### src/rtl/lcs_pkg.sv
`timescale 1ns/1ps
package lcs_pkg;
  // Strobes from write decode to the shadow datapath
  typedef struct packed {
    logic rateWr;   // write to rate address
    logic laneWr;   // write to lane count address
    logic enterD3;  // power write requesting standby
    logic enterD0;  // power write requesting active
  } snoopStrobe_t;
endpackage

### src/rtl/lcs_ctrl.sv
`timescale 1ns/1ps
module lcs_ctrl
  import lcs_pkg::*;
#(
  parameter int ADDR_W = 20,
  parameter int DATA_W = 8,
  parameter logic [ADDR_W-1:0] RATE_ADDR = 20'h00100,
  parameter logic [ADDR_W-1:0] LANE_ADDR = 20'h00101,
  parameter logic [ADDR_W-1:0] PWR_ADDR  = 20'h00600,
  parameter int PWR_FIELD_W = 3,
  parameter logic [PWR_FIELD_W-1:0] D3_CODE = 3'b010,
  parameter logic [PWR_FIELD_W-1:0] D0_CODE = 3'b001
) (
  input  logic              wrValid,
  input  logic [ADDR_W-1:0] wrAddr,
  input  logic [DATA_W-1:0] wrData,
  output snoopStrobe_t      strobe
);
  logic hitRate, hitLane, hitPwr;
  logic [PWR_FIELD_W-1:0] pwrField;

  always_comb begin
    hitRate  = wrValid && (wrAddr == RATE_ADDR);
    hitLane  = wrValid && (wrAddr == LANE_ADDR);
    hitPwr   = wrValid && (wrAddr == PWR_ADDR);
    pwrField = wrData[PWR_FIELD_W-1:0];
    strobe.rateWr  = hitRate;
    strobe.laneWr  = hitLane;
    strobe.enterD3 = hitPwr && (pwrField == D3_CODE);
    strobe.enterD0 = hitPwr && (pwrField == D0_CODE);
  end
endmodule

### src/rtl/lcs_dpath.sv
`timescale 1ns/1ps
module lcs_dpath
  import lcs_pkg::*;
#(
  parameter int DATA_W = 8,
  parameter int NUM_LANES = 4,
  parameter int CNT_W = 5,
  parameter logic [DATA_W-1:0] HI_RATE_CODE = 8'h0A
) (
  input  logic                 clk,
  input  logic                 rstN,
  input  snoopStrobe_t         strobe,
  input  logic [DATA_W-1:0]    wrData,
  output logic                 rateHigh,
  output logic [NUM_LANES-1:0] laneEn,
  output logic                 standby
);
  logic             rateShadow;
  logic [CNT_W-1:0] cntShadow;
  logic             stbyState;
  logic             cntValid;
  logic [NUM_LANES-1:0] laneMask;

  // Shadow registers: update on the edge that samples the strobe
  always_ff @(posedge clk or negedge rstN) begin
    if (!rstN) begin
      rateShadow <= 1'b0;
      cntShadow  <= '0;
      stbyState  <= 1'b0;
    end else begin
      if (strobe.rateWr) rateShadow <= (wrData == HI_RATE_CODE);
      if (strobe.laneWr) cntShadow  <= wrData[CNT_W-1:0];
      if (strobe.enterD3)      stbyState <= 1'b1;
      else if (strobe.enterD0) stbyState <= 1'b0;
    end
  end

  // A count is valid when it is a power of two not above the lane total
  always_comb begin
    cntValid = 1'b0;
    for (int k = 0; (1 << k) <= NUM_LANES; k++) begin
      if (int'(cntShadow) == (1 << k)) cntValid = 1'b1;
    end
  end

  generate
    for (genvar i = 0; i < NUM_LANES; i++) begin : g_lane
      assign laneMask[i] = cntValid && (int'(cntShadow) > i);
    end
  endgenerate

  // Registered outputs
  always_ff @(posedge clk or negedge rstN) begin
    if (!rstN) begin
      rateHigh <= 1'b0;
      laneEn   <= '0;
      standby  <= 1'b0;
    end else begin
      rateHigh <= rateShadow;
      laneEn   <= stbyState ? '0 : laneMask;
      standby  <= stbyState;
    end
  end

  // Lanes always form a block starting at lane 0
  p_lane_contig_r3: assert property (@(posedge clk) disable iff (!rstN)
    ((laneEn & (laneEn + 1'b1)) == '0));
  // Standby blanks every lane
  p_standby_blank_r7: assert property (@(posedge clk) disable iff (!rstN)
    standby |-> (laneEn == '0));
  // No decoded strobe: shadows hold
  p_no_strobe_hold_r8: assert property (@(posedge clk) disable iff (!rstN)
    (!strobe.rateWr && !strobe.laneWr) |=> ($stable(rateShadow) && $stable(cntShadow)));
endmodule

### src/rtl/lcs_top.sv
`timescale 1ns/1ps
module lcs_top
  import lcs_pkg::*;
#(
  parameter int ADDR_W = 20,
  parameter int DATA_W = 8,
  parameter int NUM_LANES = 4,
  parameter logic [ADDR_W-1:0] RATE_ADDR = 20'h00100,
  parameter logic [ADDR_W-1:0] LANE_ADDR = 20'h00101,
  parameter logic [ADDR_W-1:0] PWR_ADDR  = 20'h00600,
  parameter logic [DATA_W-1:0] HI_RATE_CODE = 8'h0A
) (
  input  logic                 clk,
  input  logic                 rstN,
  input  logic                 wrValid,
  input  logic [ADDR_W-1:0]    wrAddr,
  input  logic [DATA_W-1:0]    wrData,
  output logic                 rateHigh,
  output logic [NUM_LANES-1:0] laneEn,
  output logic                 standby
);
  localparam int CNT_W = 5;
  snoopStrobe_t strobe;

  lcs_ctrl #(
    .ADDR_W(ADDR_W), .DATA_W(DATA_W),
    .RATE_ADDR(RATE_ADDR), .LANE_ADDR(LANE_ADDR), .PWR_ADDR(PWR_ADDR)
  ) ctrl_i (
    .wrValid(wrValid), .wrAddr(wrAddr), .wrData(wrData), .strobe(strobe)
  );

  lcs_dpath #(
    .DATA_W(DATA_W), .NUM_LANES(NUM_LANES), .CNT_W(CNT_W),
    .HI_RATE_CODE(HI_RATE_CODE)
  ) dpath_i (
    .clk(clk), .rstN(rstN), .strobe(strobe), .wrData(wrData),
    .rateHigh(rateHigh), .laneEn(laneEn), .standby(standby)
  );

  p_rate_decode_r1: assert property (@(posedge clk) disable iff (!rstN)
    (wrValid && wrAddr == RATE_ADDR) |=> ##1 (rateHigh == ($past(wrData, 2) == HI_RATE_CODE)));
  p_d3_enter_r6: assert property (@(posedge clk) disable iff (!rstN)
    (wrValid && wrAddr == PWR_ADDR && wrData[2:0] == 3'b010) |=> ##1 standby);
  p_d0_exit_r6: assert property (@(posedge clk) disable iff (!rstN)
    (wrValid && wrAddr == PWR_ADDR && wrData[2:0] == 3'b001) |=> ##1 !standby);
endmodule

### config.mk
export PLATFORM = sky130hd
export DESIGN_NAME = lcs_top
export DESIGN_NICKNAME = d
export VERILOG_FILES = /design/src/rtl/lcs_pkg.sv /design/src/rtl/lcs_ctrl.sv /design/src/rtl/lcs_dpath.sv /design/src/rtl/lcs_top.sv
export SDC_FILE = /design/constraint.sdc
export NUM_CORES = 1
export LEC_CHECK = 0
export ABC_AREA = 1
export BUFFER_PORTS_ARGS = -buffer_cell sky130_fd_sc_hd__buf_2
export CAP_MARGIN = 5
export CORE_AREA = 3 3 44 46
export CTS_CLUSTER_DIAMETER = 150
export DETAILED_ROUTE_END_ITERATION = 16
export DIE_AREA = 0 0 47 49
export GPL_TIMING_DRIVEN = 0
export PLACE_DENSITY = 0.78
export SLEW_MARGIN = 20
export SYNTH_ARGS = -nofsm -noshare
export SYNTH_HDL_FRONTEND = slang
export SYNTH_SLANG_ARGS = --single-unit
### constraint.sdc
create_clock -name clk -period 2.4 [get_ports clk]
set_input_delay 0 -clock clk [delete_from_list [all_inputs] [get_ports clk]]
set_output_delay 0 -clock clk [all_outputs]
set_load 0.005 [all_outputs]
Word level (Yosys, flattened, before mapping) --
Cells that the tools add are included. W data, S select, Z words.
Storage, ports and cells: output and inout port bits 6, word-level logic and storage cells 35, register bits after elaboration 13
Operators by class: magnitude comparators 4, muxes and demuxes 6, reductions and logical operators 10, eq/ne operators 9
Operators by type and width (number):
- $eq A20 B9 Y1 const B | 2
- $eq A20 B11 Y1 const B | 1
- $gt A5 B1 Y1 const B | 2
- $gt A5 B2 Y1 const B | 2
- $logic_and A1 B1 Y1 | 9
- $eq A8 B4 Y1 const B | 1
- $eq A5 B2 Y1 const B | 1
- $eq A5 B3 Y1 const B | 1
- $eq A5 B4 Y1 const B | 1
- $mux W1 | 5
- $mux W4 | 1
- $eq A3 B1 Y1 const B | 1
- $eq A3 B2 Y1 const B | 1
- $reduce_bool A2 Y1 | 1

Longest topological paths before layout --
Gate-level depths: netlist of run 1.
depth in word-level cells 6, gate-level depth with buffers 9, depth with buffers taken out 9

Cells and area by module --
From an unflattened synthesis of run 1, not the netlist that was laid out.
Second synthesis, totals: cell total of the unflattened synthesis 96, area, all modules 700.7 µm²
By module, submodules not included:
- lcs_dpath | cells each 57, times used 1, area each 521.8 µm², sequential area each 325.3 µm²
- lcs_ctrl | cells each 39, times used 1, area each 178.9 µm², sequential area each 0.0 µm²

Least setup slack after synthesis of run 1 --
No wires, ideal clock.
path kind register to register, start register dpath_i.cntShadow[4], end register dpath_i.laneEn[0], library setup time 0.062 ns, buffers on the path 0, cell stages (with the launch flop) 10, data arrival time 0.847 ns, path slack 1.491 ns, cells stage by stage dfrtp_1 -> inv_1 -> nand2_1 -> nor2_1 -> nand3_1 -> nand2_1 -> inv_1 -> nand2_1 -> nand2_1 -> inv_1
Between the ends: longest elaborated chain between the ends 6, elaborated cells on any way between the ends 9, those cells by class order compare (1); eq/ne (3); mux (4); reduce/logical (1)
RTL lines:
- start: declaration | line lcs_dpath.sv:19 | logic [CNT_W-1:0] cntShadow;
- start signal: assignment | line lcs_dpath.sv:32 | if (strobe.laneWr) cntShadow <= wrData[CNT_W-1:0];
- $eq A5 B2 Y1 | line lcs_dpath.sv:42 | if (int'(cntShadow) == (1 << k)) cntValid = 1'b1;
- $mux W1 (3 in a row) | line lcs_dpath.sv:42
- $logic_and A1 B1 Y1 (*) | line lcs_dpath.sv:48 | assign laneMask[i] = cntValid && (int'(cntShadow) > i);
- $mux W4 (*) | line lcs_dpath.sv:60 | laneEn <= stbyState ? '0 : laneMask;
- end signal: assignment | line lcs_dpath.sv:60
- end: declaration | line lcs_dpath.sv:15 | output logic [NUM_LANES-1:0] laneEn,
Every way passes the cells marked *; elsewhere a longest branch is shown, timed or not. A chain may end at the register's enable or synchronous reset.

Final worst setup path of run 1 --
Ends and elaborated chain as after synthesis.

==> results of run 1 <==
[power by group through the flow]
stage | Sequential, mW | Combinational, mW | Clock, mW
final | 0.219 | 0.0536 | 0.134
after global routing | 0.219 | 0.0611 | 0.153
after CTS | 0.219 | 0.0540 | 0.137
after detailed placement | 0.223 | 0.0465 | 0
after global placement | 0.223 | 0.0448 | 0
after floorplan | 0.223 | 0.0142 | 0
[through the flow]
| stage | instance area (um2) | utilization | power [mW] | setup slack [ns] | hold WS, ns |
|---|---|---|---|---|---|
| after floorplan | 722 | - | 0.237 | 1.49 | -0.296 |
| after global placement | 922 | 0.598 | 0.268 | 1.44 | -0.110 |
| after detailed placement | 922 | 0.598 | 0.270 | 1.40 | -0.107 |
| after CTS | 1010 | 0.654 | 0.410 | 1.38 | 0.0957 |
| after global routing | 1010 | 0.654 | 0.433 | 1.26 | 0.116 |
| final | 1010 | 0.654 | 0.406 | 1.39 | 0.104 |
[area by class of cell]
type | instances | area share
multi-input cells | 67 | 0.326
flip-flops and latches | 13 | 0.323
repair buffers | 42 | 0.238
inverters | 14 | 0.0521
clock buffers | 4 | 0.0261
well taps | 16 | 0.0199
plain buffers | 1 | 0.0149
[metal layers]
layer	vias up	track usage	share of wire
li1	384	-	-
met1	333	0.179	0.39
met2	33	0.251	0.49
met3	5	0.0369	0.081
met4	0	0.120	0.032
met5	-	0	0
[synth_stat cells]
cell type and instances:
and2_4 1, buf_8 1, dfrtp_1 13, inv_1 14
nand2_1 25, nand2_2 2, nand2_4 1, nand3_1 9
nand3b_1 1, nand4_1 4, nor2_1 18, nor2_2 1
nor2_4 2, nor3_1 2, nor3b_4 1
[layout by cell type, fill, tap and decap left out, drive strengths merged]
cell type     n
dfrtp        13
buf          37
inv          14
nor3          2
nand3b        1
and2          1
clkbuf        4
nor2         21
nor3b         1
nand4         4
dlygate4sd3   6
nand3         9
nand2        28
[registers in the layout, summed over array words and instances (netlist names)]
signal              count
dpath_i.cntShadow       5
dpath_i.laneEn          4
dpath_i.rateHigh        1
dpath_i.rateShadow      1
dpath_i.standby         1
dpath_i.stbyState       1
[path summary, 6_finish.rpt]
path / startpoint / to / slack (ns) / cells past startpoint
max in group asynchronous: rstN / dpath_i.standby / 2.06 / 2
worst max-delay path: dpath_i.cntShadow[4] / dpath_i.laneEn[0] / 1.39 / 9
worst max register to register: dpath_i.cntShadow[4] / dpath_i.laneEn[0] / 1.39 / 9
worst min-delay path: wrData[6] / dpath_i.rateShadow / 0.10 / 6
worst min register to register: dpath_i.rateShadow / dpath_i.rateHigh / 0.39 / 0
min in group asynchronous: rstN / dpath_i.cntShadow[3] / 0.12 / 2
[critical path, cell delays in order, from the launching register on]
cell and delay (ns):
dfrtp_1 0.39, inv_1 0.07, nand2_1 0.05, nor2_1 0.12, nand3_1 0.08, nand2_1 0.06
inv_1 0.05, nand2_1 0.05, nand2_1 0.05, inv_1 0.05
[cells by family (layout without fill, tap and decap cells)]
group / Yosys count / count (layout) / synth area share
AND/OR/NAND/NOR: 67 / 67 / 0.456
flip-flops: 13 / 13 / 0.451
buffers and inverters: 15 / 61 / 0.0936
==> impl_metrics.tcl, run 1 <==
set metrics [dict create \
    antenna_found_initial 0 \
    die_area_um2 2300 \
    arrival_ns 1.23 \
    powerDensity_nw_per_um2 403 \
    sw_frac_of_total 0.229 \
    cts_buffers 3 \
    synthCells 95 \
    ant_nets 0 \
    ys_top_cells_by_area "dfrtp_1, nand2_1, nor2_1, inv_1, nand3_1" \
    rows 14 \
    ctsResizeCount 0 \
    routed_wl_um 1540 \
    finalSetupViolations 0 \
    ir_worst_vdd_v 0.000200 \
    portBuffers 36 \
    p_int_uw 313 \
    stdcell_count 157 \
    switchingPower_uw 93.2 \
    h-tree-depth 1 \
    min_period_ns 1.01 \
    via_per_inst 4.81 \
    clk_pin_slew_ns 0.08 \
    grt_pass1_vias 684 \
    combPwrFrac 0.132 \
    start_kind "register" \
    yosys.area.top_type "dfrtp_1" \
    place_congestion 0.734 \
    num_vias 755 \
    report.final.hold_viol_count 0 \
    drv_cap 0 \
    placeableCoreArea_um2 1540 \
    dp.cells 147 \
    overflow 0 \
    route.detailed.drc 0 \
    grt_max_degree 14 \
    period_share 0.422 \
    first_iter_violations 6 \
    grt_usage 0.161 \
    clk_latency_ns 0.27 \
    post_cts_buffers 0 \
    cts_sinks 13 \
    num-fill-cells 144 \
    die_h_um 49 \
    crit_required_ns 2.62 \
    max_slew.worst_pin.slew_ns 0.322 \
    status "completed" \
    p_clk_frac 0.330 \
    ys_seq_area_frac 0.451 \
    clock-root-buffer "clkbuf_4" \
    synth_top_area_frac 0.451 \
    ys_ff_latch 13 \
    rsz0062_at_grt "no" \
    finalSetupTns_ns 0 \
    num_antenna_cells 0 \
    drt-pass1-iter-count 2 \
    grt_pass1_wl_um 2660 \
    min_path_type "in2reg" \
    holdBufCountCts 6 \
    avgSynthCellArea_um2 7.60 \
    layout-drive-gt1-share 0.340 \
    start_util 0.468 \
    slew_headroom 0.785 \
    p_leak_nw 0.593 \
    crit_type "reg2reg" \
    syn_nets 126 \
    finClkSkew_ns 0.00356 \
    multiInputGateArea_um2 329 \
    netlist_area_um2 722 \
    critPathMaxFanout 2 \
    endpoint_kind "register" \
    cts_buffer_depth 2 \
    die_w_um 47 \
    synth.distinct_cells 15 \
    fmax_mhz 988 \
    io_pins 37 \
    hpwlAfterDp_um 1230 \
    seq_area_um2 325 \
    synth-warning-count 0 \
    pwr-share-seq 0.538 \
    maxSlewViolCount 0 \
    wire_per_inst_um 9.82 \
    cts_tree "built" \
    area.growth.synth_to_final_pct 39.7 \
    nNetsFinal 173 \
]
No activity file was read; power rests on OpenSTA's default activity.
==> run 2, diff against run 1 <==
--- a/config.mk
+++ b/config.mk
@@ -8,12 +8,12 @@
 export ABC_AREA = 1
 export BUFFER_PORTS_ARGS = -buffer_cell sky130_fd_sc_hd__buf_2
 export CAP_MARGIN = 5
-export CORE_AREA = 3 3 44 46
+export CORE_AREA = 3 3 45 47
 export CTS_CLUSTER_DIAMETER = 150
 export DETAILED_ROUTE_END_ITERATION = 16
-export DIE_AREA = 0 0 47 49
+export DIE_AREA = 0 0 48 50
 export GPL_TIMING_DRIVEN = 0
-export PLACE_DENSITY = 0.78
+export PLACE_DENSITY = 0.75
 export SLEW_MARGIN = 20
 export SYNTH_ARGS = -nofsm -noshare
 export SYNTH_HDL_FRONTEND = slang
==> constraint.sdc (replaced) <==
create_clock -name clk -period 1.01 [get_ports clk]
set_input_delay 0 -clock clk [delete_from_list [all_inputs] [get_ports clk]]
set_output_delay 0 -clock clk [all_outputs]
set_load 0.005 [all_outputs]
==> impl_metrics.tcl, run 2 (synthesis results as in run 1) <==
set metrics [dict create \
    status "completed" \
    finClkSkew_ns 0.00668 \
    start_kind "register" \
    powerDensity_nw_per_um2 932 \
    nNetsFinal 174 \
    placeableCoreArea_um2 1690 \
    rrSetupSlack_ns 0.006 \
    die_w_um 48 \
    antenna_found_initial 0 \
    layout-drive-gt1-share 0.401 \
    wire_per_inst_um 8.90 \
    p_leak_nw 0.598 \
    rsz0062_at_grt "yes" \
    p_clk_frac 0.328 \
    num_vias 737 \
    io_pins 37 \
    top_register "dpath_i.cntShadow" \
    endpoint_kind "register" \
    r2r_end "dpath_i.laneEn[0]" \
    place_congestion 0.727 \
    finalSetupViolations 0 \
    portBuffers 36 \
    first_iter_violations 6 \
    maxSlewViolCount 0 \
    hpwlAfterDp_um 1160 \
    drv_cap 0 \
    period_share 0.994 \
    overflow 0 \
    slew_headroom 0.788 \
    arrival_ns 1.23 \
    switchingPower_uw 219 \
    power_uw 963 \
    combPwrFrac 0.132 \
    clk_latency_ns 0.28 \
    cts_sinks 13 \
    grt_pass1_vias 676 \
    largest_reg_flops 5 \
    rr_startpoint "dpath_i.cntShadow[4]" \
    ant_nets 0 \
    min_period_ns 1.00 \
    worstHoldPathCells 5 \
    fmax_mhz 996 \
    mostFrequentLayoutCell "buf_2" \
    cts_tree "built" \
    largestRegisters "dpath_i.cntShadow x5, dpath_i.laneEn x4" \
    sw_frac_of_total 0.227 \
    max_slew.worst_pin.slew_ns 0.317 \
    crit_slowest_cell "dfrtp_1" \
    clk_pin_slew_ns 0.08 \
    ir_worst_vdd_v 0.000427 \
    report.final.hold_viol_count 0 \
    crit_top_cell "nand2_1" \
    via_per_inst 4.64 \
    cts_buffers 3 \
    cts_buffer_depth 2 \
    critPathMaxFanout 2 \
    crit_required_ns 1.23 \
    grt_max_degree 14 \
    routed_wl_um 1420 \
    area.growth.synth_to_final_pct 43.0 \
    min_from "wrAddr[10]" \
    min_to "dpath_i.stbyState" \
    hold_ws_ns 0.0984 \
    min_path_type "in2reg" \
    die_area_um2 2400 \
    cpPeakStageDelay_ns 0.40 \
    num_antenna_cells 0 \
    crit_type "reg2reg" \
    path_cells "inv_2 > nand2_2 > nor2_2 > nand3_1 > nand2_1 > inv_2 > nand2_1 > nand2_1 > inv_1" \
    p_int_uw 744 \
    rows 15 \
    clock-root-buffer "clkbuf_4" \
    reg2regPathDepth 9 \
    pwr-share-seq 0.540 \
    die_h_um 50 \
    final_cell_mix "buf_2, nand2_1, nor2_1" \
    grt_usage 0.143 \
    drt-pass1-iter-count 4 \
    h-tree-depth 1 \
    start_util 0.427 \
    route.detailed.drc 0 \
    grt_pass1_wl_um 2450 \
]
[run 2: cell types whose count changed in the layout (fill, tap and decap cells not counted), moves of 2 or more]
cell,change
inv_1,-4
inv_2,+4
buf_4,+2
nor2_1,-2
nor2_2,+2
[run 2: timing repair]
| action | 4_1_cts | 5_1_grt |
|---|---|---|
| hold buffers | 6 | 0 |
| setup buffers | 1 | 1 |
| gates cloned | 0 | 0 |
| gates resized for setup | 0 | 8 |
| pin swaps | 0 | 6 |
| endpoints found under the hold margin | 18 | 0 |
| endpoints found under the setup margin | 1 | 6 |
[run 2: final cells by class]
cell class	count	area [um2]
Buffer	1	15.0
Clock buffer	4	26.3
Fill cell	162	657
Inverter	14	52.6
Multi-Input combinational cell	67	342
Sequential cell	13	325
Tap cell	17	21.3
Timing Repair Buffer	43	250
[run 2: how the worst max path moves through the flow]
| stage | start | to | slack, ns | cells past startpoint |
|---|---|---|---|---|
| 6_report | dpath_i.cntShadow[4] | dpath_i.laneEn[0] | 0.006 | 9 |
| 5_1_grt | dpath_i.cntShadow[4] | dpath_i.laneEn[0] | -0.11 | 9 |
| 4_1_cts | dpath_i.cntShadow[4] | dpath_i.laneEn[0] | -0.004 | 9 |
| 3_5_place_dp | dpath_i.cntShadow[0] | dpath_i.laneEn[0] | 0.004 | 7 |
| 3_3_place_gp | dpath_i.cntShadow[4] | dpath_i.laneEn[0] | 0.05 | 9 |
| 2_1_floorplan | dpath_i.cntShadow[4] | dpath_i.laneEn[0] | 0.10 | 9 |
[run 2: critical path: cells and delay by family (launching register included)]
| kind | cells | cell delay, ns |
|---|---|---|
| buf+inv | 3 | 0.15 |
| flops | 1 | 0.40 |
| simple gates | 6 | 0.41 |
[run 2: metrics by stage]
stage	setup TNS, ns	instance area (um2)	setup WS (ns)	utilization	instances
floorplan	0	722	0.101	-	95
global placement	0	923	0.0535	0.547	148
detailed placement	0	923	0.00394	0.547	148
CTS	-0.00360	1020	-0.00360	0.602	159
global route	-0.217	1030	-0.109	0.611	159
finish	0	1030	0.00634	0.611	159
[run 2: power by group through the flow]
stage / logic [mW] / clock network (mW) / registers [mW]
5_1_grt: 0.144 / 0.363 / 0.520
3_5_place_dp: 0.111 / 0 / 0.530
3_3_place_gp: 0.108 / 0 / 0.530
6_report: 0.127 / 0.315 / 0.520
4_1_cts: 0.128 / 0.326 / 0.520
2_1_floorplan: 0.0338 / 0 / 0.531
[run 2: per-layer routing]
metal  track usage  vias up  part of all wire
li1              -      386                 -
met1         0.167      309              0.40
met2         0.218       37              0.48
met3        0.0219        5             0.086
met4         0.112        0             0.031
met5             0        -                 0
